<file path="config.mk">
export PLATFORM = sky130hd
export DESIGN_NAME = ocmp_top
export DESIGN_NICKNAME = d
export VERILOG_FILES = /design/src/rtl/ocmp_pkg.sv /design/src/rtl/ocmp_counter.sv /design/src/rtl/ocmp_cmpbuf.sv /design/src/rtl/ocmp_chan.sv /design/src/rtl/ocmp_top.sv
export SDC_FILE = /design/constraint.sdc
export NUM_CORES = 1
export LEC_CHECK = 0
export BUFFER_PORTS_ARGS = -buffer_cell sky130_fd_sc_hd__buf_4
export CORE_MARGIN = 8
export CORE_UTILIZATION = 58
export CTS_CLUSTER_SIZE = 25
export DETAILED_ROUTE_END_ITERATION = 8
export PLACE_DENSITY = 0.77
export SLEW_MARGIN = 20
export SYNTH_ARGS = -nofsm -noshare
export SYNTH_HDL_FRONTEND = slang
export SYNTH_SLANG_ARGS = --single-unit
</file>
<file path="constraint.sdc">
create_clock -name clk -period 2.55 [get_ports clk]
set_input_delay 0.3825 -clock clk [delete_from_list [all_inputs] [get_ports clk]]
set_output_delay 0.3825 -clock clk [all_outputs]
set_load 0.02 [all_outputs]
</file>
<file path="src/rtl/ocmp_pkg.sv">
package ocmp_pkg;
    localparam int ADDR_W = 3;

    typedef enum logic [1:0] {
        ACT_NONE   = 2'b00,
        ACT_LOW    = 2'b01,
        ACT_HIGH   = 2'b10,
        ACT_TOGGLE = 2'b11
    } pin_act_e;

    localparam logic [ADDR_W-1:0] A_TCTL   = 3'd0;
    localparam logic [ADDR_W-1:0] A_CNT_HI = 3'd1;
    localparam logic [ADDR_W-1:0] A_CNT_LO = 3'd2;
    localparam logic [ADDR_W-1:0] A_LIM_HI = 3'd3;
    localparam logic [ADDR_W-1:0] A_LIM_LO = 3'd4;
    localparam logic [ADDR_W-1:0] A_CH_CTL = 3'd5;
    localparam logic [ADDR_W-1:0] A_CMP_HI = 3'd6;
    localparam logic [ADDR_W-1:0] A_CMP_LO = 3'd7;

    localparam int FLAG_BIT = 7;
    localparam int MODE_BIT = 4;
endpackage

</file>
<file path="src/rtl/ocmp_counter.sv">
module ocmp_counter #(
    parameter int CNT_W = 16
) (
    input  logic             clk,
    input  logic             rst_n,
    input  logic             run,
    input  logic             clr,
    input  logic [CNT_W-1:0] limit,
    output logic [CNT_W-1:0] cnt_q
);
    logic at_limit;
    assign at_limit = (limit != '0) && (cnt_q == limit);

    always_ff @(posedge clk or negedge rst_n) begin
        if (!rst_n)      cnt_q <= '0;
        else if (clr)    cnt_q <= '0;
        else if (run)    cnt_q <= at_limit ? '0 : cnt_q + 1'b1;
    end


    cnt_hold_chk: assert property (@(posedge clk) disable iff (!rst_n)
        (!run && !clr) |=> $stable(cnt_q));


    cnt_wrap_chk: assert property (@(posedge clk) disable iff (!rst_n)
        (run && !clr && limit != '0 && cnt_q == limit) |=> (cnt_q == '0));
endmodule

</file>
<file path="src/rtl/ocmp_cmpbuf.sv">
module ocmp_cmpbuf #(
    parameter int BYTE_W = 8,
    localparam int CNT_W = 2 * BYTE_W
) (
    input  logic              clk,
    input  logic              rst_n,
    input  logic              run,
    input  logic              wr_hi,
    input  logic              wr_lo,
    input  logic [BYTE_W-1:0] wdata,
    output logic [CNT_W-1:0]  cmp_q
);
    typedef enum logic [1:0] {CB_EMPTY, CB_HAVE_HI, CB_HAVE_LO, CB_PEND} cb_state_e;

    cb_state_e state, nxt;
    logic [BYTE_W-1:0] hold_hi, hold_lo, hold_hi_n, hold_lo_n;
    logic pair_done;

    assign hold_hi_n = wr_hi ? wdata : hold_hi;
    assign hold_lo_n = wr_lo ? wdata : hold_lo;

    always_comb begin
        nxt       = state;
        pair_done = 1'b0;
        unique case (state)
            CB_EMPTY, CB_PEND: begin
                nxt = CB_EMPTY;
                if (wr_hi)      nxt = CB_HAVE_HI;
                else if (wr_lo) nxt = CB_HAVE_LO;
            end
            CB_HAVE_HI: if (wr_lo) pair_done = 1'b1;
            CB_HAVE_LO: if (wr_hi) pair_done = 1'b1;
        endcase
        if (pair_done) nxt = run ? CB_PEND : CB_EMPTY;
    end

    always_ff @(posedge clk or negedge rst_n) begin
        if (!rst_n) state <= CB_EMPTY;
        else        state <= nxt;
    end

    always_ff @(posedge clk or negedge rst_n) begin
        if (!rst_n) begin
            hold_hi <= '0;
            hold_lo <= '0;
            cmp_q   <= '0;
        end else begin
            hold_hi <= hold_hi_n;
            hold_lo <= hold_lo_n;
            if (state == CB_PEND)        cmp_q <= {hold_hi, hold_lo};
            else if (pair_done && !run)  cmp_q <= {hold_hi_n, hold_lo_n};
        end
    end


    half_write_chk: assert property (@(posedge clk) disable iff (!rst_n)
        (state == CB_EMPTY) |=> $stable(cmp_q));


    pend_commit_chk: assert property (@(posedge clk) disable iff (!rst_n)
        (state == CB_PEND) |=> (cmp_q == $past({hold_hi, hold_lo})));
endmodule

</file>
<file path="src/rtl/ocmp_chan.sv">
module ocmp_chan
    import ocmp_pkg::*;
(
    input  logic     clk,
    input  logic     rst_n,
    input  logic     evt,
    input  pin_act_e act,
    input  logic     owns,
    input  logic     gpio_level,
    input  logic     rd_ctl,
    input  logic     wr_ctl,
    input  logic     wr_flag_val,
    output logic     flag,
    output logic     pin_q
);
    typedef enum logic [1:0] {FL_CLR, FL_SET, FL_ARMED} fl_state_e;

    fl_state_e state, nxt;

    always_comb begin
        nxt = state;
        unique case (state)
            FL_CLR:   if (evt) nxt = FL_SET;
            FL_SET:   if (rd_ctl) nxt = FL_ARMED;
            FL_ARMED: if (wr_ctl && !wr_flag_val && !evt) nxt = FL_CLR;
            default:  nxt = FL_CLR;
        endcase
    end

    always_ff @(posedge clk or negedge rst_n) begin
        if (!rst_n) state <= FL_CLR;
        else        state <= nxt;
    end

    assign flag = (state != FL_CLR);

    always_ff @(posedge clk or negedge rst_n) begin
        if (!rst_n) pin_q <= 1'b0;
        else if (evt && owns) begin
            unique case (act)
                ACT_NONE:   pin_q <= pin_q;
                ACT_LOW:    pin_q <= 1'b0;
                ACT_HIGH:   pin_q <= 1'b1;
                ACT_TOGGLE: pin_q <= ~pin_q;
            endcase
        end else if (!owns) pin_q <= gpio_level;
    end


    flag_clear_chk: assert property (@(posedge clk) disable iff (!rst_n)
        $fell(flag) |-> ($past(state == FL_ARMED) && $past(wr_ctl)));
endmodule

</file>
<file path="src/rtl/ocmp_top.sv">
module ocmp_top
    import ocmp_pkg::*;
#(
    parameter int BYTE_W = 8,
    localparam int CNT_W = 2 * BYTE_W
) (
    input  logic              clk,
    input  logic              rst_n,
    input  logic              bus_wr,
    input  logic              bus_rd,
    input  logic [ADDR_W-1:0] bus_addr,
    input  logic [BYTE_W-1:0] bus_wdata,
    output logic [BYTE_W-1:0] bus_rdata,
    input  logic              gpio_level,
    output logic              pin_out,
    output logic              timer_owns
);
    logic [1:0]        clk_sel;
    logic [BYTE_W-1:0] lim_hi, lim_lo;
    logic              oc_en;
    pin_act_e          act;
    logic [CNT_W-1:0]  cnt, cmp;
    logic              run, evt, flag, pin_q;

    assign run        = (clk_sel != 2'b00);
    assign evt        = run && oc_en && (cnt == cmp);
    assign timer_owns = run && oc_en && (act != ACT_NONE);
    assign pin_out    = timer_owns ? pin_q : gpio_level;

    always_ff @(posedge clk or negedge rst_n) begin
        if (!rst_n) begin
            clk_sel <= 2'b00;
            lim_hi  <= '0;
            lim_lo  <= '0;
            oc_en   <= 1'b0;
            act     <= ACT_NONE;
        end else if (bus_wr) begin
            unique case (bus_addr)
                A_TCTL:   clk_sel <= bus_wdata[1:0];
                A_LIM_HI: lim_hi  <= bus_wdata;
                A_LIM_LO: lim_lo  <= bus_wdata;
                A_CH_CTL: begin
                    oc_en <= bus_wdata[MODE_BIT];
                    act   <= pin_act_e'(bus_wdata[1:0]);
                end
                default: ;
            endcase
        end
    end

    ocmp_counter #(.CNT_W(CNT_W)) u_cnt (
        .clk   (clk),
        .rst_n (rst_n),
        .run   (run),
        .clr   (bus_wr && (bus_addr == A_CNT_HI || bus_addr == A_CNT_LO)),
        .limit ({lim_hi, lim_lo}),
        .cnt_q (cnt)
    );

    ocmp_cmpbuf #(.BYTE_W(BYTE_W)) u_buf (
        .clk   (clk),
        .rst_n (rst_n),
        .run   (run),
        .wr_hi (bus_wr && bus_addr == A_CMP_HI),
        .wr_lo (bus_wr && bus_addr == A_CMP_LO),
        .wdata (bus_wdata),
        .cmp_q (cmp)
    );

    ocmp_chan u_chan (
        .clk         (clk),
        .rst_n       (rst_n),
        .evt         (evt),
        .act         (act),
        .owns        (timer_owns),
        .gpio_level  (gpio_level),
        .rd_ctl      (bus_rd && bus_addr == A_CH_CTL),
        .wr_ctl      (bus_wr && bus_addr == A_CH_CTL),
        .wr_flag_val (bus_wdata[FLAG_BIT]),
        .flag        (flag),
        .pin_q       (pin_q)
    );

    always_comb begin
        bus_rdata = '0;
        unique case (bus_addr)
            A_TCTL:   bus_rdata[1:0] = clk_sel;
            A_CNT_HI: bus_rdata = cnt[CNT_W-1:BYTE_W];
            A_CNT_LO: bus_rdata = cnt[BYTE_W-1:0];
            A_LIM_HI: bus_rdata = lim_hi;
            A_LIM_LO: bus_rdata = lim_lo;
            A_CH_CTL: begin
                bus_rdata[FLAG_BIT] = flag;
                bus_rdata[MODE_BIT] = oc_en;
                bus_rdata[1:0]      = act;
            end
            A_CMP_HI: bus_rdata = cmp[CNT_W-1:BYTE_W];
            A_CMP_LO: bus_rdata = cmp[BYTE_W-1:0];
        endcase
    end


    evt_flag_chk: assert property (@(posedge clk) disable iff (!rst_n)
        evt |=> flag);


    act_high_chk: assert property (@(posedge clk) disable iff (!rst_n)
        (evt && act == ACT_HIGH && !bus_wr) |=> pin_out);


    act_toggle_chk: assert property (@(posedge clk) disable iff (!rst_n)
        (evt && act == ACT_TOGGLE && !bus_wr) |=> (pin_out != $past(pin_out)));
endmodule

</file>
==> qor.yml, run 1 <==
finalCriticalPeriod_ns: 2.36
boundaryPins: 26
critPathArrivalTime_ns: 1.97
numPortBuffers: 25
finalMaxSlewViolations: 0
pre_cts_slack_ns: 0.477
combPwrFrac_pct: 23.6
syn_to_final_growth_pct: 9.92
post_cts_buffers: 0
synth.distinct_cells: 54
antenna_found_initial: 0
grt_overflow: 0
wirelength_mm: 10.2
outcome: "completed"
seqPwrFrac_pct: 49.1
clk_path_buf_depth: 2
drt_pass1_iterations: 5
grtUsageTotal_pct: 21.5
holdBufCountCts: 0
cts.root.buffer_cell: "clkbuf_8"
numCtsBuffers: 9
ys_warn_count: 0
slew_headroom_pct: 68.2
ys_seq_elements: 74
switching_share_pct: 33.6
ant_nets: 0
gp_congestion: 0.879
cts_tree: "yes"
core_sq_um: 7210
h-tree-depth: 3
fin_tns_setup_ns: 0
yosysTopAreaCell: "dfrtp_1"
crit_type: "reg2out"
slowest_delay_ns: 0.42
final_hold_viol_count: 0
p_total_uw: 3440
p_clk_share_pct: 27.3
rr_startpoint: "u_cnt.cnt_q[3]"
critical_path_required_ns: 2.17
worst-slew-pin-transition_ns: 0.477
antenna_cells_inserted: 0
leakage_uw: 0.00192
routedWlPerCell_um: 19.8
ctsResizeCount: 0
max_clock_freq_mhz: 424
critPathSlowestCell: "dfrtp_1"
peakVddDrop_mv: 0.438
grt_max_degree: 75
skew_ns: 0.00925
power.internal_uw: 2290
drive_above_1_share_pct: 26.0
finalCritPeriodShare_pct: 92.4
fin_cells: 514
nFillCells: 594
maxCapViolCount: 0
via_count: 3067
path_clk_slew_ns: 0.09
viasPerCell: 5.97
dieArea_sq_um: 10400
synth_ff_type: "dfrtp_1"
netlist_area_sq_um: 4280
dieHeight_um: 102
power_density_nw_per_um2: 732
critPathLaunchType: "flop"
yosys-top-cells-area: "dfrtp_1, mux2_2, xnor2_1"
num_rows: 31
yosys.area.top_type_share_pct: 43.3
synthArstFlopShare_pct: 100
layout_commonest_cell: "dfrtp_1"
hold_path.class: "in2async"
critPathLaunch: "clk_sel[0]"
layout_common_cells: "dfrtp_1, mux2_2, nand2_1"
synth_seq_area_share_pct: 43.3
drcViolationCount: 0
power.net_switching_uw: 1150
place_hpwl_mm: 7.29
whs_ns: 0.0207
endpoint_kind: "primary output"
fp.dieW_um: 102
grt_pass1_vias: 3125
critPathBufInv: 1
synth_edf_count: 0
start_util_pct: 59.3
finalSetupViolCount: 0
synthesis.nets: 409
cp_max_fo: 5
grt_pass1_wl_mm: 16.8
dp_cells: 498
clk_latency_ns: 0.36
crit_family: "simple AND/OR/NAND/NOR gates"
synthCells: 389
drt-initial-drc-count: 200
final_nets: 430
numClockSinks: 74
rsz0062_at_grt: "no"
fin_ws_ns: 0.194
syn_area_per_cell_sq_um: 11.0
crit_chain: "nor2_1, and2b_1, o21a_1, mux2_2, buf_4"
## final timing paths
kind / slack, ns / cells past startpoint / end
setup / recovery: 0.19 / 5 / pin_out
hold / removal: 0.02 / 2 / u_cnt.cnt_q[6]
setup reg to reg: 0.59 / 6 / u_cnt.cnt_q[3]
hold reg to reg: 0.48 / 2 / u_buf.cmp_q[4]
max in group asynchronous: 2.21 / 2 / u_buf.hold_lo[7]
min in group clk: 0.28 / 2 / lim_hi[3]
## state kept, by name (all words and copies together), names as in the netlist
| signal | flops |
|---|---|
| act | 2 |
| clk_sel | 2 |
| lim_hi | 8 |
| lim_lo | 8 |
| oc_en | 1 |
| u_buf.cmp_q | 16 |
| u_buf.hold_hi | 8 |
| u_buf.hold_lo | 8 |
| u_buf.state | 2 |
| u_chan.pin_q | 1 |
| u_chan.state | 2 |
| u_cnt.cnt_q | 16 |
## cell families (layout without fill, tap and decap cells)
| family | count (synthesis) | count (layout) | share of synthesized area [%] |
|---|---|---|---|
| AOI/OAI and AO/OA | 58 | 58 | 8.31 |
| DFF | 74 | 74 | 43.3 |
| muxes | 67 | 67 | 19.6 |
| buffers and inverters | 30 | 56 | 4.36 |
| and+or+nand+nor | 113 | 113 | 14.5 |
| adders and majority gates | 4 | 4 | 1.17 |
| xor gates and xnor gates | 43 | 43 | 8.80 |
## cells in the mapped netlist, types with 3 or more instances
master and instances:
mux2i_1 17, and3_1 6, mux4_1 4, nor2_1 21, a21oi_1 6, xor2_1 16, o21ai_1 10, buf_6 6
mux4_2 4, xnor2_1 27, a31oi_1 4, clkbuf_1 5, ha_1 4, nor2b_1 4, nand2_1 35, nor3_1 3
o21ai_0 19, dfrtp_1 74, buf_2 8, nand3_1 8, a22oi_1 7, mux2_2 42, inv_1 7, nand4_1 7
nor4_1 6, and2_1 4
## power groups by stage
stage               clock network [uW]  registers [uW]  logic [uW]
floorplan                            0            1570         650
global placement                     0            1690         789
detailed placement                   0            1700         814
CTS                                958            1680         819
global route                      1010            1720         897
finish                             938            1690         813
## cell type report
cell class	instances	area [sq um]	area share [%]
clock inverters	7	76.3	1.62
repair buffers	33	260	5.53
flip-flops and latches	74	1850	39.4
multi-input cells	285	2240	47.6
inverters	7	26.3	0.559
well taps	99	124	2.63
clock buffers	9	124	2.63
## worst register-to-register path: cells and delay by family (launching register included)
kind            cells  cell delay [ns]
xor+xnor            1             0.20
flops               1             0.48
simple gates        4             0.76
compound gates      1             0.40
## per-layer routing
| layer | vias up | track usage (%) | share of wire, % |
|---|---|---|---|
| met3 | 14 | 6.13 | 6.0 |
| met2 | 76 | 33.3 | 47 |
| met5 | - | 0 | 0 |
| li1 | 1436 | - | - |
| met1 | 1541 | 28.2 | 45 |
| met4 | 0 | 7.67 | 2.2 |
## per-stage QoR
stage                     cell area, sq um  util (%)
after floorplan                       4280         -
after global placement                4500      62.4
after detailed placement              4500      62.4
after CTS                             4700      65.2
after global routing                  4700      65.2
final                                 4700      65.2
(Power assumes the default switching activity.)
==> run 2: changes to the inputs <==
- CELL_PAD_IN_SITES_DETAIL_PLACEMENT: not set -> 1
- CELL_PAD_IN_SITES_GLOBAL_PLACEMENT: not set -> 1
- CORE_UTILIZATION: 58 -> 49
- PLACE_DENSITY: 0.77 -> not set
- PLACE_DENSITY_LB_ADDON: not set -> 0.1
==> run 2 against run 1 <==
Net effect: hold slack improved by 0.0073 ns; largest power group unchanged; total power increased by 5.8%; largest cell class unchanged; first-iteration DRC count decreased by 28%; critical path type unchanged; clock power increased by 19%; global-route usage decreased by 1.4 points; design area increased by 1.1%; critical endpoint unchanged.
==> qor.yml, run 2 (same netlist as run 1, synthesis figures left out) <==
final_hold_viol_count: 0  # unchanged
viasPerCell: 5.97  # about the same
grt_pass1_wl_mm: 18.1  # +7.5%
outcome: "completed"
fp.dieW_um: 109  # +7.4%
p_total_uw: 3640  # +5.8%
routedWlPerCell_um: 21.3  # +7.7%
grt_pass1_vias: 3299  # +5.6%
finalCriticalPeriod_ns: 2.41  # +0.0543 ns
leakage_uw: 0.00194  # +1.0%
start_util_pct: 49.8  # -9.5 points
num_rows: 34  # +9.7%
endpoint_kind: "primary output"
power.net_switching_uw: 1160  # +0.80%
fin_tns_setup_ns: 0  # unchanged
whs_ns: 0.0280  # +0.00727 ns
drcViolationCount: 0  # unchanged
finalCritPeriodShare_pct: 94.5  # +2.1 points
clk_latency_ns: 0.36  # about the same
crit_chain: "nor2_1, and2b_1, o21a_1, mux2_2, buf_4"
drive_above_1_share_pct: 25.8  # -0.18 points
via_count: 3117  # +1.6%
hold_path.class: "in2async"
grt_max_degree: 75  # unchanged
numClockSinks: 74  # unchanged
crit_type: "reg2out"
layout_commonest_cell: "dfrtp_1"
layout_common_cells: "dfrtp_1, mux2_2, nand2_1"
skew_ns: 0.0100  # +0.000786 ns
numCtsBuffers: 9  # unchanged
wirelength_mm: 11.1  # +9.3%
combPwrFrac_pct: 22.8  # -0.8 points
max_clock_freq_mhz: 415  # -2.3%
syn_to_final_growth_pct: 11.1
dieArea_sq_um: 12000  # +15%
power.internal_uw: 2480  # +8.4%
cts.root.buffer_cell: "clkbuf_8"
p_clk_share_pct: 30.8  # +3.5 points
drt_pass1_iterations: 4  # -1
critPathSlowestCell: "dfrtp_1"
numPortBuffers: 25  # unchanged
finalMaxSlewViolations: 0  # unchanged
holdBufCountCts: 0  # unchanged
grtUsageTotal_pct: 20.1  # -1.4 points
maxCapViolCount: 0  # unchanged
critPathArrivalTime_ns: 2.03  # +0.06 ns
reg_top3: "u_buf.cmp_q x16, u_cnt.cnt_q x16"
seqPwrFrac_pct: 46.4  # -2.7 points
clk_path_buf_depth: 2  # unchanged
antenna_found_initial: 0  # unchanged
cts_tree: "yes"
drt-initial-drc-count: 144  # -28%
ff_latch_area_sq_um: 1850  # unchanged
antenna_cells_inserted: 0  # unchanged
ctsResizeCount: 0  # unchanged
peakVddDrop_mv: 0.392  # -10%
core_sq_um: 8590  # +19%
boundaryPins: 26  # unchanged
final_nets: 430  # unchanged
place_hpwl_mm: 8.08  # +11%
slew_headroom_pct: 65.8  # -2.4 points
finalSetupViolCount: 0  # unchanged
dieHeight_um: 109  # +7.4%
post_cts_buffers: 0  # unchanged
grt_overflow: 0  # unchanged
power_density_nw_per_um2: 766  # +4.7%
switching_share_pct: 32.0  # -1.6 points
multi_input_area_sq_um: 2240  # unchanged
rsz0062_at_grt: "no"
ant_nets: 0  # unchanged
critical_path_required_ns: 2.17  # about the same
slowest_delay_ns: 0.42  # about the same
gp_congestion: 0.900  # +2.4%
h-tree-depth: 3  # unchanged
worst-slew-pin-transition_ns: 0.513  # +0.0362 ns
path_clk_slew_ns: 0.09  # about the same
critPathLaunchType: "flop"
cp_max_fo: 5  # unchanged
nFillCells: 932  # +57%
-- run 2: cell count changes in the layout (fill, tap and decap cells not counted) --
cell | previous run | this run
clkinvlp_4 | 2 | 1
bufinv_16 | 1 | 3
clkinv_2 | 1 | 0
inv_6 | 2 | 1
-- run 2: critical path, delay by kind of cell (launching register included) --
family,cells,cell delay [ns]
AO/OA/AOI/OAI,1,0.16
flip-flops,1,0.42
AND/OR/NAND/NOR,2,0.66
buffers and inverters,1,0.16
multiplexers,1,0.27
-- run 2: area by class of cell --
cell class	count	area share, %
multi-input combinational	285	47.1
sequential	74	39.0
timing repair buffer	33	5.48
tap	108	2.84
clock buffer	9	2.61
clock inverter	6	2.42
inverter	7	0.553
-- run 2: metal layers --
layer	vias up	wire length, um	track usage (%)
li1	1425	-	-
met1	1598	4920	26.5
met2	69	5340	31.7
met3	25	544	3.63
met4	0	330	9.35
met5	-	0	0
-- run 2: through the flow --
| step | utilization [%] | instance area (sq um) | cells | setup WS, ns |
|---|---|---|---|---|
| 2_1_floorplan | - | 4280 | 389 | 0.540 |
| 3_3_place_gp | 52.5 | 4510 | 507 | 0.467 |
| 3_5_place_dp | 52.5 | 4510 | 507 | 0.428 |
| 4_1_cts | 55.3 | 4750 | 522 | 0.113 |
| 5_1_grt | 55.3 | 4750 | 522 | 0.0255 |
| 6_report | 55.3 | 4750 | 522 | 0.140 |
-- run 2: worst paths after layout --
path / endpoint / slack (ns) / start / depth (start not counted)
hold / removal: u_cnt.cnt_q[10] / 0.03 / rst_n / 2
setup reg to reg: u_chan.pin_q / 0.52 / u_cnt.cnt_q[14] / 6
min in group clk: lim_lo[6] / 0.28 / bus_wdata[6] / 2
setup / recovery: pin_out / 0.14 / clk_sel[0] / 5
max in group asynchronous: u_buf.hold_hi[0] / 2.21 / rst_n / 2
hold reg to reg: u_buf.cmp_q[3] / 0.48 / u_buf.hold_lo[3] / 2
-- run 2: power by group through the flow --
stage	Combinational (uW)	Sequential, uW	Clock [uW]
CTS	841	1680	1140
detailed placement	832	1710	0
global placement	804	1690	0
finish	829	1690	1120
floorplan	650	1570	0
global route	909	1720	1190
==> run 3: changes to the inputs <==
- CORE_UTILIZATION: 49 -> 53
- clock period: 2.55 -> 2.8 ns (I/O delays scaled with it)
==> run 3 against run 2 <==
Net effect: global-route usage grew 1.5 points; clock skew rose by 0.0066 ns; worst setup slack improved by 0.20 ns; via count barely moved; design area decreased by 2.0%; largest cell class unchanged; largest power group unchanged.
==> qor.yml, run 3 (same netlist as run 1, synthesis figures left out) <==
path_clk_slew_ns: 0.09  # about the same
critical_path_required_ns: 2.38  # +0.21 ns
finalSetupViolCount: 0  # unchanged
clk_latency_ns: 0.37  # about the same
wirelength_mm: 11.5  # +3.0%
numClockSinks: 74  # unchanged
slew_headroom_pct: 30.5  # -35 points
critPathArrivalTime_ns: 2.04  # about the same
core_sq_um: 7770  # -9.6%
antenna_found_initial: 0  # unchanged
pre_cts_slack_ns: 0.270  # -0.158 ns
critPathSlowestCell: "dfrtp_1"
crit_family: "simple AND/OR/NAND/NOR gates"
leakage_uw: 0.00190  # -2.3%
reg_top3: "u_buf.cmp_q x16, u_cnt.cnt_q x16"
crit_chain: "nor2_1, buf_4, and2b_1, o21a_1, mux2_2, buf_4"
cts.root.buffer_cell: "clkbuf_8"
gp_congestion: 0.893  # -0.77%
final_nets: 428  # -0.47%
skew_ns: 0.0166  # +0.00656 ns
grt_max_degree: 75  # unchanged
fp.dieW_um: 106  # -3.3%
drt_pass1_iterations: 4  # unchanged
grt_use_met1_pct: 28.7  # +2.3 points
critPathBufInv: 2  # +1
antenna_cells_inserted: 0  # unchanged
clk_path_buf_depth: 2  # unchanged
rsz0062_at_grt: "no"
grt_pass1_wl_mm: 19.1  # +5.3%
finalCritPeriodShare_pct: 87.9
via_count: 3120  # +0.096%
grtUsageTotal_pct: 21.7  # +1.5 points
fin_tns_setup_ns: 0  # unchanged
cpMostUsedCell: "buf_4"
drt-initial-drc-count: 182  # +26%
worst-slew-pin-transition_ns: 1.04  # +0.529 ns
grt_overflow: 0  # unchanged
drcViolationCount: 0  # unchanged
numCtsBuffers: 9  # unchanged
finalMaxSlewViolations: 0  # unchanged
place_area_sq_um: 4480  # -0.78%
dieArea_sq_um: 11200  # -6.5%
peakVddDrop_mv: 0.339  # -13%
syn_to_final_growth_pct: 8.86
grtUsageMet2_pct: 34.7  # +3.1 points
routedWlPerCell_um: 22.2  # +4.4%
fin_area_sq_um: 4660  # -2.0%
final_hold_viol_count: 0  # unchanged
r2r_cells: 7  # +1
numPortBuffers: 25  # unchanged
dieHeight_um: 106  # -3.3%
num_rows: 32  # -5.9%
cts_tree: "yes"
max_clock_freq_mhz: 406
crit_type: "reg2out"
power_density_nw_per_um2: 669  # -13%
start_util_pct: 55.1  # +5.3 points
layout_common_cells: "dfrtp_1, mux2_2, nand2_1"
critPathLaunchType: "flop"
fin_util_pct: 60.0  # +4.7 points
finalCriticalPeriod_ns: 2.46
ctsResizeCount: 0  # unchanged
place_hpwl_mm: 8.26  # +2.2%
boundaryPins: 26  # unchanged
critical_path_depth: 6  # +1
outcome: "completed"
top_usage_layer: "met2"
drive_above_1_share_pct: 25.4  # -0.42 points
post_cts_buffers: 0  # unchanged
fin_ws_ns: 0.338  # +0.198 ns
cp_max_fo: 5  # unchanged
holdBufCountCts: 0  # unchanged
h-tree-depth: 3  # unchanged
grt_use_met3_pct: 3.59  # -0.041 points
endpoint_kind: "primary output"
slowest_delay_ns: 0.41  # about the same
ant_nets: 0  # unchanged
layout_commonest_cell: "dfrtp_1"
p_total_uw: 3120  # -14%
grt_pass1_vias: 3452  # +4.6%
maxCapViolCount: 0  # unchanged
viasPerCell: 6.06  # +1.5%
hold_path.class: "in2async"
==> run 3: cell count changes in the layout (fill, tap and decap cells not counted), sizes merged <==
cell	change
buf	-2
clkinvlp	+1
clkbuf	+2
inv	+1
bufinv	-3
==> run 3: metal layers <==
layer  share of wire (%)  up-vias
met3                 3.9       18
li1                    -     1428
met1                  46     1587
met5                   0        -
met4                 1.9        0
met2                  48       87
==> run 3: final cells by class <==
cell class                      instances  area [sq um]
Fill cell                             846          3110
Multi-Input combinational cell        285          2240
Sequential cell                        74          1850
Timing Repair Buffer                   31           233
Clock buffer                           11           141
Tap cell                              102           128
Clock inverter                          5          37.5
Inverter                                7          26.3
==> run 3: final timing paths <==
kind | to | slack, ns | from
worst min-delay path | u_chan.state[1] | 0.19 | rst_n
worst min register to register | u_chan.state[0] | 0.49 | u_chan.state[1]
min in group clk | lim_lo[6] | 0.32 | bus_wdata[6]
worst max-delay path | pin_out | 0.34 | clk_sel[0]
max in group asynchronous | u_buf.cmp_q[9] | 1.99 | rst_n
worst max register to register | u_buf.cmp_q[15] | 0.39 | u_buf.state[0]
==> run 3: stage by stage <==
stage,hold WS (ns),std cells
floorplan,0.124,389
finish,0.191,515
global route,0.272,515
global placement,0.450,499
CTS,0.225,515
detailed placement,0.474,499
==> run 3: report_power, final <==
| group | switching (uW) | internal (uW) | total [uW] |
|---|---|---|---|
| combinational | 362 | 399 | 762 |
| sequential | 283 | 1270 | 1550 |
| clock | 453 | 351 | 804 |
==> run 3: worst register-to-register path, delay by kind of cell, from the launching register on <==
family                   cells  cell delay [ns]
flip-flops                   1             0.42
AO/OA/AOI/OAI                1             0.11
multiplexers                 2             0.47
AND/OR/NAND/NOR              2             1.06
adder cells (fa/ha/maj)      1             0.15
buffers and inverters        1             0.07
